## config.mk

```make
export PLATFORM = sky130hd
export DESIGN_NAME = periph_init
export DESIGN_NICKNAME = d
export VERILOG_FILES = /design/src/rtl/pinit_pkg.sv /design/src/rtl/pinit_table.sv /design/src/rtl/pinit_wr_engine.sv /design/src/rtl/pinit_seq.sv /design/src/rtl/periph_init.sv
export SDC_FILE = /design/constraint.sdc
export NUM_CORES = 1
export LEC_CHECK = 0
export ABC_AREA = 1
export BUFFER_PORTS_ARGS = -buffer_cell sky130_fd_sc_hd__buf_2
export CAP_MARGIN = 20
export CORE_ASPECT_RATIO = 0.7
export CORE_MARGIN = 10
export CORE_UTILIZATION = 45
export DETAILED_ROUTE_END_ITERATION = 8
export SLEW_MARGIN = 40
export SYNTH_ARGS = -nofsm -noshare
export SYNTH_HDL_FRONTEND = slang
export SYNTH_SLANG_ARGS = --single-unit
```

## constraint.sdc

```tcl
create_clock -name clk -period 4.35 [get_ports clk]
set_input_delay 0.2175 -clock clk [delete_from_list [all_inputs] [get_ports clk]]
set_output_delay 0.2175 -clock clk [all_outputs]
set_load 0.1 [all_outputs]
```

## src/rtl/pinit_pkg.sv

```systemverilog
package pinit_pkg;

  typedef enum logic [1:0] {
    E_IDLE,
    E_LOW,
    E_HIGH,
    E_ACK
  } eng_state_t;

  typedef enum logic [1:0] {
    S_HOLD,
    S_REQ,
    S_REL,
    S_FIN
  } seq_state_t;

  // Table contents are computed, not listed.
  function automatic logic [31:0] entry_addr(input int unsigned i);
    return 32'(3 * i + 1);
  endfunction

  function automatic logic [31:0] entry_data(input int unsigned i);
    return 32'h1000 + 32'(i) * 32'h0101;
  endfunction

endpackage

```

## src/rtl/pinit_table.sv

```systemverilog
module pinit_table #(
  parameter int N_ENTRIES = 10,
  parameter int ADDR_W    = 10,
  parameter int DATA_W    = 16,
  localparam int IDX_W    = (N_ENTRIES > 1) ? $clog2(N_ENTRIES) : 1
) (
  input  logic [IDX_W-1:0]  idx,
  output logic [ADDR_W-1:0] addr,
  output logic [DATA_W-1:0] data
);
  import pinit_pkg::*;

  logic [ADDR_W-1:0] rom_addr [N_ENTRIES];
  logic [DATA_W-1:0] rom_data [N_ENTRIES];

  for (genvar g = 0; g < N_ENTRIES; g++) begin : g_rom
    assign rom_addr[g] = ADDR_W'(entry_addr(g));
    assign rom_data[g] = DATA_W'(entry_data(g));
  end

  always_comb begin
    addr = '0;
    data = '0;
    for (int k = 0; k < N_ENTRIES; k++) begin
      if (idx == IDX_W'(k)) begin
        addr = rom_addr[k];
        data = rom_data[k];
      end
    end
  end

endmodule

```

## src/rtl/pinit_wr_engine.sv

```systemverilog
module pinit_wr_engine #(
  parameter int ADDR_W   = 10,
  parameter int DATA_W   = 16,
  parameter int LOW_CYC  = 5,
  parameter int HIGH_CYC = 8,
  localparam int MAXC    = (LOW_CYC > HIGH_CYC) ? LOW_CYC : HIGH_CYC,
  localparam int CNT_W   = $clog2(MAXC + 1)
) (
  input  logic              clk,
  input  logic              rst,
  input  logic              start,
  input  logic [ADDR_W-1:0] addr_in,
  input  logic [DATA_W-1:0] data_in,
  output logic              done,
  output logic              wr_n,
  output logic [ADDR_W-1:0] bus_addr,
  output logic [DATA_W-1:0] bus_data
);
  import pinit_pkg::*;

  eng_state_t       st;
  logic [CNT_W-1:0] cnt;

  always_ff @(posedge clk) begin
    if (rst) begin
      st       <= E_IDLE;
      cnt      <= '0;
      wr_n     <= 1'b1;
      done     <= 1'b0;
      bus_addr <= '0;
      bus_data <= '0;
    end else begin
      case (st)
        E_IDLE: begin
          if (start) begin
            bus_addr <= addr_in;
            bus_data <= data_in;
            wr_n     <= 1'b0;
            cnt      <= CNT_W'(LOW_CYC - 1);
            st       <= E_LOW;
          end
        end
        E_LOW: begin
          if (cnt == '0) begin
            wr_n <= 1'b1;
            cnt  <= CNT_W'(HIGH_CYC - 1);
            st   <= E_HIGH;
          end else begin
            cnt <= cnt - 1'b1;
          end
        end
        E_HIGH: begin
          if (cnt == '0) begin
            done <= 1'b1;
            st   <= E_ACK;
          end else begin
            cnt <= cnt - 1'b1;
          end
        end
        E_ACK: begin
          if (!start) begin
            done <= 1'b0;
            st   <= E_IDLE;
          end
        end
        default: st <= E_IDLE;
      endcase
    end
  end

endmodule

```

## src/rtl/pinit_seq.sv

```systemverilog
module pinit_seq #(
  parameter int N_ENTRIES = 10,
  parameter int HOLD_CYC  = 1600000,
  localparam int IDX_W    = (N_ENTRIES > 1) ? $clog2(N_ENTRIES) : 1,
  localparam int HOLD_W   = $clog2(HOLD_CYC + 1)
) (
  input  logic             clk,
  input  logic             rst,
  input  logic             done,
  output logic             start,
  output logic [IDX_W-1:0] idx,
  output logic             per_rst_n,
  output logic             init_done
);
  import pinit_pkg::*;

  seq_state_t        st;
  logic [HOLD_W-1:0] hold_cnt;

  always_ff @(posedge clk) begin
    if (rst) begin
      st        <= S_HOLD;
      hold_cnt  <= '0;
      start     <= 1'b0;
      idx       <= '0;
      per_rst_n <= 1'b0;
      init_done <= 1'b0;
    end else begin
      case (st)
        S_HOLD: begin
          if (hold_cnt == HOLD_W'(HOLD_CYC - 1)) begin
            per_rst_n <= 1'b1;
            start     <= 1'b1;
            st        <= S_REQ;
          end else begin
            hold_cnt <= hold_cnt + 1'b1;
          end
        end
        S_REQ: begin
          if (done) begin
            start <= 1'b0;
            st    <= S_REL;
          end
        end
        S_REL: begin
          if (!done) begin
            if (idx == IDX_W'(N_ENTRIES - 1)) begin
              init_done <= 1'b1;
              st        <= S_FIN;
            end else begin
              idx   <= idx + 1'b1;
              start <= 1'b1;
              st    <= S_REQ;
            end
          end
        end
        S_FIN: st <= S_FIN;
        default: st <= S_HOLD;
      endcase
    end
  end

endmodule

```

## src/rtl/periph_init.sv

```systemverilog
module periph_init #(
  parameter int N_ENTRIES = 10,
  parameter int ADDR_W    = 10,
  parameter int DATA_W    = 16,
  parameter int HOLD_CYC  = 1600000,
  parameter int LOW_CYC   = 5,
  parameter int HIGH_CYC  = 8,
  localparam int IDX_W    = (N_ENTRIES > 1) ? $clog2(N_ENTRIES) : 1
) (
  input  logic              clk,
  input  logic              rst,
  output logic              per_rst_n,
  output logic [ADDR_W-1:0] bus_addr,
  output logic [DATA_W-1:0] bus_data,
  output logic              wr_n,
  output logic              init_done
);

  logic              wr_start;
  logic              wr_done;
  logic [IDX_W-1:0]  tbl_idx;
  logic [ADDR_W-1:0] tbl_addr;
  logic [DATA_W-1:0] tbl_data;

  pinit_seq #(
    .N_ENTRIES(N_ENTRIES),
    .HOLD_CYC (HOLD_CYC)
  ) u_seq (
    .clk      (clk),
    .rst      (rst),
    .done     (wr_done),
    .start    (wr_start),
    .idx      (tbl_idx),
    .per_rst_n(per_rst_n),
    .init_done(init_done)
  );

  pinit_table #(
    .N_ENTRIES(N_ENTRIES),
    .ADDR_W   (ADDR_W),
    .DATA_W   (DATA_W)
  ) u_table (
    .idx (tbl_idx),
    .addr(tbl_addr),
    .data(tbl_data)
  );

  pinit_wr_engine #(
    .ADDR_W  (ADDR_W),
    .DATA_W  (DATA_W),
    .LOW_CYC (LOW_CYC),
    .HIGH_CYC(HIGH_CYC)
  ) u_eng (
    .clk     (clk),
    .rst     (rst),
    .start   (wr_start),
    .addr_in (tbl_addr),
    .data_in (tbl_data),
    .done    (wr_done),
    .wr_n    (wr_n),
    .bus_addr(bus_addr),
    .bus_data(bus_data)
  );

endmodule

```

After elaboration in Yosys (flattened, before gate mapping) --
Index checks and enable logic that the tools add are counted.
Operators by class: bitwise operators 3, mux-type cells 44, reductions and logical operators 19, add/sub/neg operators 3, eq/ne operators 25
Operators by type and width (number):
- two-way mux 13 bit | 10
- two-way mux 5 bit | 5
- adder 21 x 1 -> 21 bit (second input constant) | 1
- equality test 21 bit (second input constant) | 1
- two-way mux 4 bit | 5
- AND reduction 3 bit | 6
- equality test 4 x 3 -> 1 bit (second input constant) | 4
- two-way mux 2 bit | 8
- case mux 2 bit (4 select lines) | 2
- case mux 4 bit (3 select lines) | 1
- inequality test 2 bit (second input constant) | 5
- equality test 2 bit (second input constant) | 4
- equality test 4 x 2 -> 1 bit (second input constant) | 2
- equality test 4 bit (second input constant) | 2
- zero test 4 bit | 2
- two-way mux 1 bit | 8
- inequality test 2 x 1 -> 1 bit (second input constant) | 4
- two-way mux 3 bit | 2
- AND reduction 2 bit | 3
- nonzero test 3 bit | 2
- AND reduction 5 bit | 1
- adder 4 x 1 -> 4 bit (second input constant) | 1
- equality test 2 x 1 -> 1 bit (second input constant) | 2
- equality test 4 x 1 -> 1 bit (second input constant) | 1
- other kinds (7) | 12
Storage, ports and cells: register bits 64, input bits 2, output and inout bits 29, logic and storage cells 106

Logic depth before layout (Yosys ltp) --
word-level depth 11, gate-level depth with buffers 13, gate-level depth less buffers 13

Hierarchy --
Synthesis repeated with hierarchy kept, for this count alone.
Second synthesis, totals: cells, all modules 515, area total of the unflattened synthesis 3477.1 um^2
By module, submodules not included:
- pinit_seq | area each 1722.9 um^2, cells each 272, sequential area each 600.6 um^2, times used 1
- pinit_wr_engine | area each 1512.7 um^2, cells each 200, sequential area each 680.7 um^2, times used 1
- pinit_table | area each 241.5 um^2, cells each 43, sequential area each 0.0 um^2, times used 1

Worst setup path after synthesis --
Ideal clock, no wire load.
kind reg2out, from reg, netlist name u_eng.bus_addr[1], to out bus_data[1], path buffers 1, stages on the path, launching flop included 2, path slack 2.741 ns, data required time 4.133 ns, data arrival time 1.391 ns, cell sequence dfxtp_1 buf_4
RTL lines:
- end: declaration | line periph_init.sv:14 | output logic [DATA_W-1:0] bus_data,

Worst setup path in the final report --
from reg u_seq.hold_cnt[0], to reg u_seq.hold_cnt[6]
On the way: word-level cells in the longest chain between the ends 3, elaborated cells between the ends (all ways) 4, those cells by class 1 x add/sub; 1 x eq/ne; 1 x bitwise; 1 x reduce/logical
RTL lines:
- start: declaration | line pinit_seq.sv:18 | logic [HOLD_W-1:0] hold_cnt;
- start signal: assignment | line pinit_seq.sv:36 | hold_cnt <= hold_cnt + 1'b1;
- parallel branches: the longest is 3 deep, another holds adder 21 x 1 -> 21 bit
Parallel ways; which one is timed is not known. A chain may end at the register's enable or synchronous reset.

==> run metrics <==
Setup violations, final=0; Max Freq=~480 MHz; most frequent cells in the layout=nand2_1, inv_1, nor2_1, dfxtp_1, a21oi_1; PortBufs=18; GRT overflow=0; most frequent CP cell=nand2_1; area of placed instances=around 2800 um2; first-pass GRT wire length=10510 um; DR DRC count=0; Pleak=0.001221 uW; CP max FO=22; worst hold path class=input port to flip-flop; Slew @ Worst Pin=592.6 ps; DP Wirelength=between 4000 and 5000 um; Post-Synthesis Cells=about 430; fin area=a little under 3000 um2; final core utilization=approximately 50%; Max transition margin=about 60%; Avg WL per Cell=about 12 um; Routed WL=around 6200 um; Root Driver=clkbuf_8; critical setup path kind=flip-flop to flip-flop; post-route ant nets=0; cts bufs inserted=5; initial antenna violation count=0; Setup crit start kind=flip-flop; CTS H-tree depth=2; Worst EP required=between 4000 and 5000 ps; Async SR Flop Fraction=0%; Final Max Slew Viols=0; Slowest cell on crit path=dfxtp_1; worst-skew pair later-pin latency=~300 ps; die area=between 9000 and 10000 um2; Synth Cell Area=~2800 um2; clock sink count=47; Peak VDD IR=between 0.2 and 0.25 mV; power per cell area=just under 400 nW/um2; Synth Flop Type=dfxtp_1; commonest non-fill, non-tap cell in the layout=nand2_1; Die H=between 80 and 90 um; Tot GR Track Use=between 10% and 20%; Avg Inst Size Synth=approximately 6.6 um2; clk buf depth=2; PostCTS Resize Cnt=0; Crit. End Element=flip-flop; Setup Fix Bufs, Post-CTS=0; die width=roughly 110 um; I/O pin cnt=31; status=completed; routed via count=about 2500; Worst Path Buf+Inv=1; post-synthesis sequential area ratio=about a third; Via density=4.945; Core ar.=5871 um2; vias in the first global route=around 2200; diode count=0; Final nets=449; Synth Register Bits=between 40 and 50; family with the most delay on the worst path=simple AND/OR/NAND/NOR gates; Hold Fails Final Rpt=0; TritonRoute pass-1 iters=6; total of max-cap violations=0; unrepaired setup endpoints after global routing=no; arrival time worst endpoint=approximately 2300 ps; Area Growth Syn to Fin=5.464%; Setup Total Neg Slack=0 ps; initial drt markers=~140; Tmin final=about 2100 ps; Tcrit/Tclk final=approximately half; share of layout cells above drive strength 1=under 10%; # hold bufs at CTS=0; max incr delay on CP=430 ps; CP Cell Sequence=ha_1, nand3_1, nor2_4, nand3_2, nand2_2, inv_2, nand2_1, nand2_1, nand2_1, nor2_1; final clock skew=5.493 ps; Yosys Warn Count=0; largest net degree at the start of global routing=31; Unique masters post-synth=31; Final Wtd Congestion=~0.87; FP Rows=23; Post-synth EDFFs=0; clock-pin slew on the worst setup and hold paths=~80 ps; CTS tree=done; initial core utilization=47.59%
[where the power goes]
group	total (uW)	leakage [uW]	internal, uW	switching [uW]
logic	349	0.000790	76.8	272
clock network	311	0.0000513	169	143
registers	489	0.000380	464	24.5
[cell families (layout without fill, tap and decap cells)]
logic type                 Yosys count  count (layout)  synth area share, %
xor gates and xnor gates            10              10                3.135
buffers and inverters               81              81                13.79
DFF                                 47              47                33.68
adders and majority gates           10              10                4.478
and+or+nand+nor                    211             211                31.93
AOI/OAI and AO/OA                   66              66                12.85
other                                1              12               0.1342
[final cells by class]
type,instances,area [um2]
fillers,607,2924
multi-input cells,309,1509
flip-flops and latches,47,940.9
inverters,56,210.2
well taps,75,93.84
repair buffers,18,90.09
clock buffers,6,72.57
clock inverters,1,30.03
[synthesized netlist by cell type (2+ instances only)]
master	instances	area (um2)
nand2_1	106	397.9
inv_1	55	206.5
nor2_1	51	191.4
dfxtp_1	47	940.9
a21oi_1	32	160.2
nand3_1	29	145.1
o21ai_0	22	110.1
buf_4	19	142.6
nor3_1	12	60.06
ha_1	10	125.1
xor2_1	7	61.31
nand4_1	6	37.54
nand2_2	3	18.77
o211ai_1	3	22.52
xnor2_1	3	26.28
a22oi_1	2	15.01
buf_2	2	10.01
clkbuf_1	2	7.510
nor3_2	2	20.02
o21a_1	2	15.01
[sequential cells by signal, indices dropped and copies added (netlist names)]
name             count
u_seq.per_rst_n      1
u_seq.start          1
u_eng.done           1
u_eng.cnt            4
u_seq.st             2
u_seq.hold_cnt      21
u_eng.bus_addr       5
u_eng.wr_n           1
u_eng.st             2
u_seq.init_done      1
u_eng.bus_data       4
u_seq.idx            4
[per-stage QoR]
step	power, uW	setup WS (ps)	hold slack, ps	instances
after floorplan	806.1	2741	443.6	437
after global placement	842.5	2321	442.2	505
after detailed placement	847.0	2264	437.8	505
after CTS	1159	2246	405.3	512
after global routing	1222	2013	435.6	512
final	1149	2249	396.6	512
[final timing paths]
check | start | to | slack, ps | cells after the start
worst max-delay path | u_seq.hold_cnt[0] | u_seq.hold_cnt[6] | 2250 | 10
worst min-delay path | rst | u_eng.cnt[1] | 400 | 2
worst max register to register | u_seq.hold_cnt[0] | u_seq.hold_cnt[6] | 2250 | 10
worst min register to register | u_seq.init_done | u_seq.init_done | 450 | 2
[metal layers]
metal / wire (um) / global-route usage [%] / vias to the layer above
li1: - / - / 1350
met1: 3446 / 19.38 / 1111
met2: 2204 / 16.72 / 64
met3: 474 / 3.271 / 7
met4: 47 / 3.065 / 0
met5: 0 / 0 / -
No activity file was read; power rests on OpenSTA's default activity.
